[src/rtl/hbg_pkg.sv]
package hbg_pkg;

  localparam int CH_HI = 0;
  localparam int CH_LO = 1;
  localparam int N_CH  = 2;

  // Index of the complementary switch in the same leg.
  function automatic int partner(input int ch);
    return (ch == CH_HI) ? CH_LO : CH_HI;
  endfunction

  // Bits needed for a saturating counter that reaches d.
  function automatic int gap_bits(input int unsigned d);
    return (d < 2) ? 1 : $clog2(d + 1);
  endfunction

endpackage

[src/rtl/hbg_rearm.sv]
module hbg_rearm (
  input  logic clk,
  input  logic rst_n,
  input  logic cmd,
  input  logic shut,
  input  logic good,
  output logic req
);

  logic cmd_q;
  logic armed_q;
  logic rise_evt;
  logic armed_eff;

  // Shutdown disarms the channel. Only a fresh 0->1 command edge
  // seen while shutdown is low arms it again.
  assign rise_evt  = cmd & ~cmd_q;
  assign armed_eff = ~shut & (armed_q | rise_evt);
  assign req       = cmd & armed_eff & good;

  always_ff @(posedge clk) begin
    if (!rst_n) begin
      cmd_q   <= 1'b0;
      armed_q <= 1'b1;
    end else begin
      cmd_q   <= cmd;
      armed_q <= armed_eff;
    end
  end

endmodule

[src/rtl/hbg_deadtime.sv]
module hbg_deadtime
  import hbg_pkg::*;
#(
  parameter int unsigned DEAD_CYC = 20
) (
  input  logic            clk,
  input  logic            rst_n,
  input  logic [N_CH-1:0] fall_evt,
  output logic [N_CH-1:0] permit
);

  localparam int GW = gap_bits(DEAD_CYC);
  localparam logic [GW-1:0] GAP_MAX = GW'(DEAD_CYC);

  logic [GW-1:0]   gap_q;
  logic [N_CH-1:0] off_mask_q;
  logic            expired;
  logic            any_fall;

  // A fall restarts the count at 1 so that exactly DEAD_CYC edges
  // separate the fall from the earliest opposite turn-on.
  function automatic logic [GW-1:0] gap_step(input logic [GW-1:0] cur,
                                             input logic restart);
    if (restart)             return GW'(1);
    else if (cur >= GAP_MAX) return GAP_MAX;
    else                     return cur + GW'(1);
  endfunction

  assign any_fall = |fall_evt;
  assign expired  = (gap_q == GAP_MAX);

  generate
    for (genvar ch = 0; ch < N_CH; ch++) begin : g_permit
      localparam int OTH = partner(ch);
      // A channel is blocked only when its partner is the one that fell last.
      assign permit[ch] = expired | ~off_mask_q[OTH];
    end
  endgenerate

  always_ff @(posedge clk) begin
    if (!rst_n) begin
      gap_q      <= GAP_MAX;
      off_mask_q <= '0;
    end else begin
      gap_q <= gap_step(gap_q, any_fall);
      if (any_fall) off_mask_q <= fall_evt;
    end
  end

endmodule

[src/rtl/hb_gate_ctrl.sv]
module hb_gate_ctrl
  import hbg_pkg::*;
#(
  parameter int unsigned DEAD_CYC = 20
) (
  input  logic clk,
  input  logic rst_n,
  input  logic cmd_hi,
  input  logic cmd_lo,
  input  logic shut,
  input  logic hs_good,
  input  logic ls_good,
  output logic gate_hi,
  output logic gate_lo
);

  logic [N_CH-1:0] cmd_v;
  logic [N_CH-1:0] good_v;
  logic [N_CH-1:0] req;
  logic [N_CH-1:0] want;
  logic [N_CH-1:0] permit;
  logic [N_CH-1:0] gate_q;
  logic [N_CH-1:0] gate_nxt;
  logic [N_CH-1:0] fall_evt;
  logic            overlap;

  assign cmd_v[CH_HI]  = cmd_hi;
  assign cmd_v[CH_LO]  = cmd_lo;
  assign good_v[CH_HI] = hs_good;
  assign good_v[CH_LO] = ls_good;

  // Conflicting commands blank both channels.
  assign overlap = &cmd_v;
  assign want    = req & {N_CH{~overlap}};

  generate
    for (genvar ch = 0; ch < N_CH; ch++) begin : g_ch
      localparam int OTH = partner(ch);

      hbg_rearm u_rearm (
        .clk   (clk),
        .rst_n (rst_n),
        .cmd   (cmd_v[ch]),
        .shut  (shut),
        .good  (good_v[ch]),
        .req   (req[ch])
      );

      assign gate_nxt[ch] = want[ch] & ~gate_q[OTH] & permit[ch];
    end
  endgenerate

  assign fall_evt = gate_q & ~gate_nxt;

  hbg_deadtime #(.DEAD_CYC(DEAD_CYC)) u_dt (
    .clk      (clk),
    .rst_n    (rst_n),
    .fall_evt (fall_evt),
    .permit   (permit)
  );

  always_ff @(posedge clk) begin
    if (!rst_n) gate_q <= '0;
    else        gate_q <= gate_nxt;
  end

  assign gate_hi = gate_q[CH_HI];
  assign gate_lo = gate_q[CH_LO];

endmodule

[config.mk]
export PLATFORM = sky130hd
export DESIGN_NAME = hb_gate_ctrl
export DESIGN_NICKNAME = d
export VERILOG_FILES = /design/src/rtl/hbg_pkg.sv /design/src/rtl/hbg_rearm.sv /design/src/rtl/hbg_deadtime.sv /design/src/rtl/hb_gate_ctrl.sv
export SDC_FILE = /design/constraint.sdc
export NUM_CORES = 1
export LEC_CHECK = 0
export ABC_AREA = 1
export BUFFER_PORTS_ARGS = -buffer_cell sky130_fd_sc_hd__buf_4
export CAP_MARGIN = 15
export CORE_ASPECT_RATIO = 1.25
export CORE_MARGIN = 5
export CORE_UTILIZATION = 26
export DETAILED_ROUTE_END_ITERATION = 16
export SYNTH_ARGS = -nofsm -noshare
export SYNTH_HDL_FRONTEND = slang
export SYNTH_HIERARCHICAL = 1
export SYNTH_SLANG_ARGS = --single-unit
[constraint.sdc]
create_clock -name clk -period 3.64 [get_ports clk]
set_clock_uncertainty 0.15 [all_clocks]
set_input_delay 0.546 -clock clk [delete_from_list [all_inputs] [get_ports clk]]
set_output_delay 0.546 -clock clk [all_outputs]
set_load 0.005 [all_outputs]
## After elaboration in Yosys (flattened, before gate mapping)

Index checks and enable logic that the tools add are counted.

| word-level totals | value |
|---|---|
| register bits | 13 |

| cells by class | value |
|---|---|
| add/sub/neg operators | 1 |
| magnitude comparators | 1 |
| eq/ne operators | 1 |
| mux-type cells | 2 |
| bitwise operators | 28 |
| reductions and logical operators | 3 |

Operators by type and width:

| kind | count |
|---|---|
| AND 1 bit | 12 |
| two-way mux 5 bit | 2 |
| inverter 1 bit | 9 |
| adder 5 x 1 -> 5 bit, second input constant | 1 |
| == test 5 bit, second input constant | 1 |
| greater-or-equal comparator 5 bit, second input constant | 1 |
| AND 2 bit | 2 |
| OR 1 bit | 4 |
| OR reduction 4 bit | 1 |
| inverter 2 bit | 1 |
| AND reduction 2 bit | 1 |
| OR reduction 2 bit | 1 |

## Depth between registers and ports, before layout

Gate-level depths: netlist of the first run.

| logic depth | value |
|---|---|
| depth in word-level cells | 13 |
| mapped depth | 13 |
| gate-level depth less buffers | 13 |

## Hierarchy

Netlist of the first run, hierarchy kept.

By module, submodules not included:

| module | instances | cells an instance | area an instance (µm²) |
|---|---|---|---|
| hbg_deadtime | 1 | 48 | 330.3 |
| hbg_rearm | 2 | 13 | 86.3 |
| hb_gate_ctrl | 1 | 15 | 93.8 |

## Worst setup path before layout of the first run

No wires, ideal clock.

| timing | value |
|---|---|
| path type | input-to-reg |
| start point | input port cmd_lo |
| end point | register u_dt.gap_q[3] |
| setup time | 0.064 ns |
| arrival time | 1.324 ns |
| data required time | 3.426 ns |
| setup slack | 2.102 ns |
| stages on the path | 12 |
| path through | nand2_1 nand2_1 nand2_2 nor2_2 nand3_1 nor2_1 nor2_1 inv_1 nand2_2 nor2_1 nand2_1 nor2_1 |

| between the ends | value |
|---|---|
| longest elaborated chain between the ends | 11 |
| elaborated cells on any way between the ends | 15 |
| classes of those cells | bitwise (13); reduce/logical (2) |

Ends and longest elaborated chain:

| item | RTL line | RTL |
|---|---|---|
| start, declared | hb_gate_ctrl.sv:9 | `input logic cmd_lo,` |
| AND 1 bit | hbg_rearm.sv:17 | `assign rise_evt = cmd & ~cmd_q;` |
| OR 1 bit | hbg_rearm.sv:18 | `assign armed_eff = ~shut & (armed_q \| rise_evt);` |
| AND 1 bit | hbg_rearm.sv:18 |  |
| AND 1 bit * (2 in series) | hbg_rearm.sv:19 | `assign req = cmd & armed_eff & good;` |
| named net req[1] | hb_gate_ctrl.sv:19 | `logic [N_CH-1:0] req;` |
| AND 2 bit * | hb_gate_ctrl.sv:34 | `assign want = req & {N_CH{~overlap}};` |
| AND 1 bit * (2 in series) | hb_gate_ctrl.sv:49 | `assign gate_nxt[ch] = want[ch] & ~gate_q[OTH] & permit[ch];` |
| inverter 2 bit * | hb_gate_ctrl.sv:53 | `assign fall_evt = gate_q & ~gate_nxt;` |
| AND 2 bit * | hb_gate_ctrl.sv:53 |  |
| named net fall_evt[1] | hb_gate_ctrl.sv:24 | `logic [N_CH-1:0] fall_evt;` |
| OR reduction 4 bit (no source line) * | n/a |  |
| end signal, assigned | hbg_deadtime.sv:45 | `gap_q <= gap_step(gap_q, any_fall);` |
| end, declared | hbg_deadtime.sv:15 | `logic [GW-1:0] gap_q;` |

Mark *: on every way through the listed nets, which the timed path passes. The rest lies on a longest branch.
A chain may end at the register's enable or synchronous reset.

## Worst setup path after layout of the first run

| timing | value |
|---|---|
| start point | register u_dt.gap_q[0] |
| end point | register u_dt.gap_q[3] |

| between the ends | value |
|---|---|
| longest elaborated chain between the ends | 6 |
| elaborated cells on any way between the ends | 10 |
| classes of those cells | add/sub (1); order compare (1); eq/ne (1); bitwise (6); reduce/logical (1) |

Ends and longest elaborated chain:

| item | RTL line | RTL |
|---|---|---|
| == test 5 bit | hbg_deadtime.sv:30 | `assign expired = (gap_q == GAP_MAX);` |
| OR 1 bit | hbg_deadtime.sv:36 | `assign permit[ch] = expired \| ~off_mask_q[OTH];` |
| named net permit[1] | hb_gate_ctrl.sv:21 | `logic [N_CH-1:0] permit;` |
| AND 1 bit | hb_gate_ctrl.sv:49 |  |
| inverter 2 bit | hb_gate_ctrl.sv:53 |  |
| AND 2 bit | hb_gate_ctrl.sv:53 |  |
| named net fall_evt[1] | hb_gate_ctrl.sv:24 |  |
| OR reduction 4 bit (no source line) | n/a |  |

The timed path passes the listed nets, and every way through them passes these cells.

==> flow_metrics.env, run 1 <==
export IMPL_cts_resized=0
export IMPL_cp_top_family="simple AND/OR/NAND/NOR gates"
export IMPL_holdBufCountCts=0
export IMPL_post_route_util_pct=32.7
export IMPL_p_int_mw=0.202
export IMPL_final_common_cell="nand2_1"
export IMPL_wl_per_cell_um=7.82
export IMPL_cp_end_kind="flip-flop"
export IMPL_die_y_um=63.6
export IMPL_fin_ws_ps=1980
export IMPL_relSlewSlack_pct=84.9
export IMPL_p_sw_share_pct=24.0
export IMPL_dp_hpwl_um=827
export IMPL_drtAntennaViolNets=0
export IMPL_drc=0
export IMPL_fin_crit_sh_pct=45.6
export IMPL_htreeDepth=1
export IMPL_crit_path_max_incr_delay_ps=350
export IMPL_cts_buffers=3
export IMPL_final_max_slew_violation_count=0
export IMPL_fmax_mhz=603
export IMPL_antenna_found_initial=0
export IMPL_powerDensity_nw_per_um2=369
export IMPL_synth_area_sq_um=597
export IMPL_drt_iter0_markers=7
export IMPL_path_clk_slew_ps=80
export IMPL_cp_buffers_inverters=2
export IMPL_cpMostUsedCell="nor2_1"
export IMPL_drive_gt1_share_pct=18.8
export IMPL_path_cells="inv_1 > ha_1 > nand4_1 > nand2_1 > nand3_1 > nor2_1 > nor2_1 > inv_1 > nand2_2 > nor2_1 > nand2_1 > nor2_1"
export IMPL_holdCritPathClass="reg2reg"
export IMPL_power_frac_seq_pct=56.6
export IMPL_fillers=251
export IMPL_synth_cell_type_count=14
export IMPL_ys_seq_elements=13
export IMPL_placementRows=19
export IMPL_clock_root_buffer="clkbuf_4"
export IMPL_pre_cts_ws_ps=1840
export IMPL_finalSetupViolations=0
export IMPL_clockBufferDepth=2
export IMPL_drtPass1Iterations=4
export IMPL_yosysSeqAreaShare_pct=43.6
export IMPL_min_period_ps=1660
export IMPL_power_switching_mw=0.0638
export IMPL_pwr_share_comb_pct=10.6
export IMPL_irDropWorstVdd_v=0.000130
export IMPL_final_cell_mix="nand2_1, inv_1, dfxtp_1"
export IMPL_gp_congestion=0.695
export IMPL_viasPerCell=3.86
export IMPL_clock_latency_ps=270
export IMPL_io_buffer_count=8
export IMPL_status="finished, final reports clean"
export IMPL_diodes=0
export IMPL_area_growth_pct=21.0
export IMPL_power_leakage_nw=0.368
export IMPL_worstPathRequired_ps=3700
export IMPL_die_area_sq_um=3360
export IMPL_worst_pin_slew_ps=227
export IMPL_netlist_instances=89
export IMPL_timing_final_hold_violations=0
export IMPL_critPathArrivalTime_ps=1720
export IMPL_avgSynthCellArea_sq_um=6.71
export IMPL_die_w_um=52.9
export IMPL_grt_max_degree=11
export IMPL_cts_tree="built"
export IMPL_cap_violations=0
export IMPL_syn_nets=98
export IMPL_placed_area_sq_um=696
export IMPL_grt_pass1_wl_um=1790
export IMPL_io_pins=9
export IMPL_criticalPathCategory="reg2reg"
export IMPL_post_cts_setup_buffers=0
export IMPL_nNetsFinal=111
export IMPL_rsz0062_at_grt="no"
export IMPL_routed_via_count=510
export IMPL_path_max_fanout=4
export IMPL_grt_pass1_vias=496
export IMPL_core_area_sq_um=2210
export IMPL_power_frac_clock_pct=32.8
export IMPL_track_usage_pct=7.17
export IMPL_crit_path_top_delay_cell="dfxtp_1"
export IMPL_clock_sinks=13
export IMPL_drt_total_wl_um=1030
export IMPL_start_util_pct=27.0
export IMPL_cp_start_kind="flip-flop"
export IMPL_grt_overflow=0
export IMPL_setup_tns_ps=0
export IMPL_stdcell_area_sq_um=722
export IMPL_yosysWarnings=6
[worst min-delay path, delay by kind of cell, from the launching register on]
family,cells,cell delay (ps)
AO/OA/AOI/OAI,1,50
flip-flops,1,320
AND/OR/NAND/NOR,1,60
[power groups by stage]
stage | Clock [mW] | Sequential [mW] | Combinational, mW
global route | 0.0982 | 0.151 | 0.0324
global placement | 0 | 0.154 | 0.0282
CTS | 0.0913 | 0.151 | 0.0286
floorplan | 0 | 0.153 | 0.0175
finish | 0.0874 | 0.151 | 0.0281
detailed placement | 0 | 0.154 | 0.0285
[worst paths after layout]
check                                                startpoint                               to  slack, ps  depth (start not counted)
worst max-delay path                   u_dt/gap_q[0]$_SDFF_PN0_         u_dt/gap_q[3]$_SDFF_PP0_       1980                         12
worst min-delay path            u_dt/off_mask_q[1]$_SDFFE_PN0P_  u_dt/off_mask_q[1]$_SDFFE_PN0P_        310                          2
worst max register to register         u_dt/gap_q[0]$_SDFF_PN0_         u_dt/gap_q[3]$_SDFF_PP0_       1980                         12
worst min register to register  u_dt/off_mask_q[1]$_SDFFE_PN0P_  u_dt/off_mask_q[1]$_SDFFE_PN0P_        310                          2
[cell usage after synthesis]
library cell	count	share of area, %
nand2_1	27	17
inv_1	20	13
dfxtp_1	13	44
nor2_1	8	5.0
nand3_1	4	3.4
nand2_2	3	3.1
a21oi_1	2	1.7
ha_1	2	4.2
inv_2	2	1.3
nand4_1	2	2.1
nor2_2	2	2.1
nor3_1	2	1.7
o21ai_1	1	0.84
o21ai_2	1	1.5
[registers in the layout (all words and copies together) (netlist names)]
register and count:
u_dt/gap_q 5, g_ch.u_rearm/armed_q 2, g_ch.u_rearm/cmd_q 2, gate_q 2, u_dt/off_mask_q 2
[per-stage QoR]
step | power (mW) | std cells | hold WS (ps)
finish | 0.266 | 132 | 310
global route | 0.282 | 132 | 343
CTS | 0.271 | 132 | 313
detailed placement | 0.183 | 128 | 301
global placement | 0.182 | 128 | 297
floorplan | 0.171 | 89 | 285
[cells by family after synthesis]
logic type      synth area share, %
buf+inv                        13.8
fa+ha+maj                      4.19
flops                          43.6
compound gates                 3.98
simple gates                   34.4
[layer usage]
metal | track usage (%) | vias up | part of all wire, %
met5 | 0 | - | 0
met4 | 3.83 | 0 | 0
met3 | 3.07 | 0 | 6.5
met2 | 12.7 | 10 | 49
met1 | 6.58 | 214 | 44
li1 | - | 286 | -
[cell type report]
| cell class | count | area [sq um] | share of cell area [%] |
|---|---|---|---|
| well taps | 31 | 38.8 | 5.37 |
| multi-input cells | 54 | 254 | 35.2 |
| repair buffers | 8 | 60.1 | 8.32 |
| clock buffers | 4 | 26.3 | 3.64 |
| inverters | 22 | 82.6 | 11.4 |
| flip-flops and latches | 13 | 260 | 36.0 |
Power figures use the tool's default switching activity.
==> run 2, diff against run 1 <==
==> constraint.sdc (replaced) <==
create_clock -name clk -period 1.7 [get_ports clk]
set_clock_uncertainty 0.15 [all_clocks]
set_input_delay 0.255 -clock clk [delete_from_list [all_inputs] [get_ports clk]]
set_output_delay 0.255 -clock clk [all_outputs]
set_load 0.005 [all_outputs]
==> flow_metrics.env, run 2 (synthesized netlist as in run 1, its figures left out) <==
export IMPL_antenna_found_initial=0
export IMPL_htreeDepth=1
export IMPL_die_y_um=63.6
export IMPL_cts_tree="built"
export IMPL_cap_violations=0
export IMPL_regArea_sq_um=264
export IMPL_setup_tns_ps=0
export IMPL_grt_max_degree=11
export IMPL_routed_via_count=545
export IMPL_finalSetupViolations=0
export IMPL_rsz0062_at_grt="yes"
export IMPL_die_w_um=52.9
export IMPL_pre_cts_ws_ps=55.5
export IMPL_crit_path_max_incr_delay_ps=340
export IMPL_grt_overflow=0
export IMPL_final_max_slew_violation_count=0
export IMPL_largest_register="u_dt/gap_q"
export IMPL_largest_reg_flops=5
export IMPL_core_area_sq_um=2210
export IMPL_drive_gt1_share_pct=31.7
export IMPL_status="finished, final reports clean"
export IMPL_drtPass1Iterations=4
export IMPL_io_pins=9
export IMPL_path_clk_slew_ps=80
export IMPL_io_buffer_count=8
export IMPL_relSlewSlack_pct=87.8
export IMPL_fmax_mhz=608
export IMPL_wl_per_cell_um=8.96
export IMPL_multi_input_area_sq_um=282
export IMPL_cpMostUsedCell="nor2_1"
export IMPL_diodes=0
export IMPL_area_growth_pct=30.0
export IMPL_path_max_fanout=4
export IMPL_track_usage_pct=8.22
export IMPL_dp_hpwl_um=845
export IMPL_final_cell_mix="nand2_1, inv_1, buf_4"
export IMPL_viasPerCell=4.04
export IMPL_powerDensity_nw_per_um2=750
export IMPL_crit_path_top_delay_cell="dfxtp_2"
export IMPL_clock_root_buffer="clkbuf_4"
export IMPL_fillers=245
export IMPL_worstPathRequired_ps=1760
export IMPL_drt_total_wl_um=1210
export IMPL_nNetsFinal=114
export IMPL_placementRows=19
export IMPL_min_period_ps=1640
export IMPL_cts_buffers=3
export IMPL_clock_latency_ps=270
export IMPL_die_area_sq_um=3360
export IMPL_grt_pass1_wl_um=2040
export IMPL_power_leakage_nw=0.387
export IMPL_timing_final_hold_violations=0
export IMPL_clockBufferDepth=2
export IMPL_holdBufCountCts=0
export IMPL_cp_end_kind="flip-flop"
export IMPL_clock_sinks=13
export IMPL_drt_iter0_markers=14
export IMPL_gp_congestion=0.742
export IMPL_critPathArrivalTime_ps=1700
export IMPL_final_common_cell="nand2_1"
export IMPL_start_util_pct=27.0
export IMPL_fin_ws_ps=55.0
export IMPL_criticalPathCategory="reg2reg"
export IMPL_grt_pass1_vias=533
export IMPL_irDropWorstVdd_v=0.000293
export IMPL_cp_start_kind="flip-flop"
export IMPL_drc=0
export IMPL_p_total_mw=0.582
export IMPL_fin_crit_sh_pct=96.8
export IMPL_worst_pin_slew_ps=182
export IMPL_drtAntennaViolNets=0
export IMPL_holdCritPathClass="in2reg"
export IMPL_path_cells="inv_2 > ha_4 > nand4_1 > nand2_1 > nand3_2 > nor2_2 > nor2_1 > inv_1 > nand2_2 > nor2_1 > nand2_1 > nor2_1"
## run 2: final timing paths
kind                                                         end  slack [ps]  cells past startpoint                            start
worst max register to register          u_dt/gap_q[1]$_SDFF_PP0_          60                     12         u_dt/gap_q[1]$_SDFF_PP0_
worst max-delay path                    u_dt/gap_q[1]$_SDFF_PP0_          60                     12         u_dt/gap_q[1]$_SDFF_PP0_
worst min-delay path            g_ch[0].u_rearm/cmd_q$_SDFF_PN0_          40                      3                           cmd_hi
worst min register to register   u_dt/off_mask_q[0]$_SDFFE_PN0P_         330                      2  u_dt/off_mask_q[0]$_SDFFE_PN0P_
## run 2: report_power, final
part	switching [mW]	internal, mW
clock	0.0978	0.0909
sequential	0.00653	0.317
combinational	0.0378	0.0319
## run 2: final cells by class
| cell class | count | area share (%) |
|---|---|---|
| clock buffers | 4 | 3.39 |
| inverters | 22 | 10.6 |
| multi-input cells | 54 | 36.3 |
| well taps | 31 | 5.00 |
| repair buffers | 11 | 10.6 |
| flip-flops and latches | 13 | 34.0 |
## run 2: repair_timing
item	CTS	global route
buffers inserted	0	3
endpoints found under the hold margin	0	0
endpoints found under the setup margin	0	4
gates resized for setup	0	12
## run 2: stage by stage
step	hold WS [ps]	cell area, sq um	instances	util [%]
floorplan	174	597	89	-
global placement	305	696	128	31.5
detailed placement	313	696	128	31.5
CTS	29.0	722	132	32.7
global route	44.9	776	135	35.1
finish	38.6	776	135	35.1
## run 2: routing by layer
metal  GRT usage, %  wire, um  vias up
met5              0         0        -
met4           5.75         8        0
met3           2.83        70        2
met2           13.7       655        8
met1           8.20       474      244
li1               -         -      291
## run 2: worst max-delay path, delay by kind of cell, from the launching register on
family / cells / cell delay, ps
simple gates: 9 / 780
fa+ha+maj: 1 / 120
flops: 1 / 340
buf+inv: 2 / 170
==> run 3, diff against run 2 <==
--- a/config.mk
+++ b/config.mk
@@ -6,12 +6,12 @@
 export NUM_CORES = 1
 export LEC_CHECK = 0
 export ABC_AREA = 1
-export BUFFER_PORTS_ARGS = -buffer_cell sky130_fd_sc_hd__buf_4
 export CAP_MARGIN = 15
 export CORE_ASPECT_RATIO = 1.25
 export CORE_MARGIN = 5
 export CORE_UTILIZATION = 26
 export DETAILED_ROUTE_END_ITERATION = 16
+export DONT_BUFFER_PORTS = 1
 export SYNTH_ARGS = -nofsm -noshare
 export SYNTH_HDL_FRONTEND = slang
 export SYNTH_HIERARCHICAL = 1
==> constraint.sdc (replaced) <==
create_clock -name clk -period 1.8 [get_ports clk]
set_clock_uncertainty 0.15 [all_clocks]
set_input_delay 0.27 -clock clk [delete_from_list [all_inputs] [get_ports clk]]
set_output_delay 0.27 -clock clk [all_outputs]
set_load 0.005 [all_outputs]
==> flow_metrics.env, run 3 (synthesized netlist as in run 1, its figures left out) <==
export IMPL_antenna_found_initial=0
export IMPL_viasPerCell=4.04
export IMPL_placed_area_sq_um=636
export IMPL_dr_wl_met3_um=76
export IMPL_largest_reg_flops=5
export IMPL_dp_hpwl_um=843
export IMPL_grt_pass1_vias=493
export IMPL_drtAntennaViolNets=0
export IMPL_drive_gt1_share_pct=19.8
export IMPL_area_growth_pct=18.9
export IMPL_post_cts_setup_buffers=0
export IMPL_finalSetupViolations=0
export IMPL_io_pins=9
export IMPL_dr_wl_met2_um=560
export IMPL_path_max_fanout=4
export IMPL_powerDensity_nw_per_um2=752
export IMPL_path_clk_slew_ps=80
export IMPL_clock_root_buffer="clkbuf_4"
export IMPL_irDropWorstVdd_v=0.000256
export IMPL_final_common_cell="nand2_1"
export IMPL_diodes=0
export IMPL_drtPass1Iterations=5
export IMPL_stdcell_area_sq_um=709
export IMPL_largest_register="u_dt/gap_q"
export IMPL_cp_end_kind="flip-flop"
export IMPL_io_buffer_count=0
export IMPL_wl_met1_um=495
export IMPL_critPathArrivalTime_ps=1700
export IMPL_final_cell_mix="nand2_1, inv_1, dfxtp_1"
export IMPL_fmax_mhz=608
export IMPL_wl_per_cell_um=8.91
export IMPL_worst_pin_slew_ps=327
export IMPL_status="finished, final reports clean"
export IMPL_gp_congestion=0.692
export IMPL_nNetsFinal=106
export IMPL_fin_ws_ps=154
export IMPL_relSlewSlack_pct=78.1
export IMPL_clock_sinks=13
export IMPL_grt_overflow=0
export IMPL_die_y_um=63.6
export IMPL_start_util_pct=27.0
export IMPL_placementRows=19
export IMPL_grt_max_degree=9
export IMPL_final_max_slew_violation_count=0
export IMPL_fin_crit_sh_pct=91.4
export IMPL_timing_final_hold_violations=0
export IMPL_criticalPathCategory="reg2reg"
export IMPL_die_w_um=52.9
export IMPL_htreeDepth=1
export IMPL_min_path_cells=2
export IMPL_grt_pass1_wl_um=1960
export IMPL_rsz0062_at_grt="yes"
export IMPL_cts_tree="built"
export IMPL_min_period_ps=1650
export IMPL_drc=0
export IMPL_worstPathRequired_ps=1850
export IMPL_clockBufferDepth=2
export IMPL_track_usage_pct=7.87
export IMPL_holdCritPathClass="in2reg"
export IMPL_core_area_sq_um=2210
export IMPL_power_leakage_nw=0.342
export IMPL_die_area_sq_um=3360
export IMPL_cap_violations=0
export IMPL_drt_iter0_markers=7
export IMPL_clock_latency_ps=260
export IMPL_cts_buffers=3
export IMPL_p_total_mw=0.533
export IMPL_drt_total_wl_um=1130
export IMPL_r2r_cells=12
export IMPL_highest_layer="met3"
export IMPL_routed_via_count=513
export IMPL_setup_tns_ps=0
export IMPL_cp_start_kind="flip-flop"
export IMPL_pre_cts_ws_ps=155
## run 3: cell types whose count changed in the layout (fill, tap and decap cells not counted), sizes merged
cell | before | now
buf | 11 | 0
dlygate4sd3 | 0 | 3
## run 3: area by class of cell
class | instances | area (sq um)
tap | 31 | 38.8
sequential | 13 | 263
clock buffer | 4 | 26.3
inverter | 22 | 82.6
fill | 236 | 1500
timing repair buffer | 3 | 30.0
multi-input combinational | 54 | 269
## run 3: worst paths after layout
path         slack (ps)                              end                       startpoint
max reg2reg         150         u_dt/gap_q[1]$_SDFF_PP0_         u_dt/gap_q[0]$_SDFF_PN0_
min                   2         u_dt/gap_q[0]$_SDFF_PN0_                            rst_n
max                 150         u_dt/gap_q[1]$_SDFF_PP0_         u_dt/gap_q[0]$_SDFF_PN0_
min reg2reg         320  u_dt/off_mask_q[0]$_SDFFE_PN0P_  u_dt/off_mask_q[0]$_SDFFE_PN0P_
## run 3: power breakdown
part	switching [mW]	internal, mW	total, mW
sequential	0.00649	0.299	0.305
clock	0.0904	0.0855	0.176
combinational	0.0310	0.0212	0.0522
## run 3: metrics by stage
step / utilization [%] / hold WS [ps] / instances
finish: 32.1 / 2.26 / 127
global route: 32.1 / 3.99 / 127
CTS: 31.3 / 3.12 / 127
detailed placement: 28.7 / 193 / 120
global placement: 28.7 / 190 / 120
floorplan: - / 189 / 89
## run 3: timing repair
item,in CTS,in global routing
hold buffers,3,0
endpoints found under the hold margin,10,0
endpoints found under the setup margin,0,4
resized for setup,0,8
## run 3: worst max-delay path: stages (launching register included)
cell and delay, ps:
dfxtp_2 340, inv_2 50, ha_2 150, nand4_1 110, nand2_1 110, nand3_2 60
nor2_1 100, nor2_1 50, inv_1 90, nand2_2 90, nor2_2 130, nand2_2 60
nor2_2 80
## run 3: layer usage
layer | vias to the layer above | global-route usage, %
met2 | 10 | 14.3
met4 | 0 | 1.92
met3 | 0 | 2.83
met1 | 225 | 8.27
met5 | - | 0
li1 | 278 | -
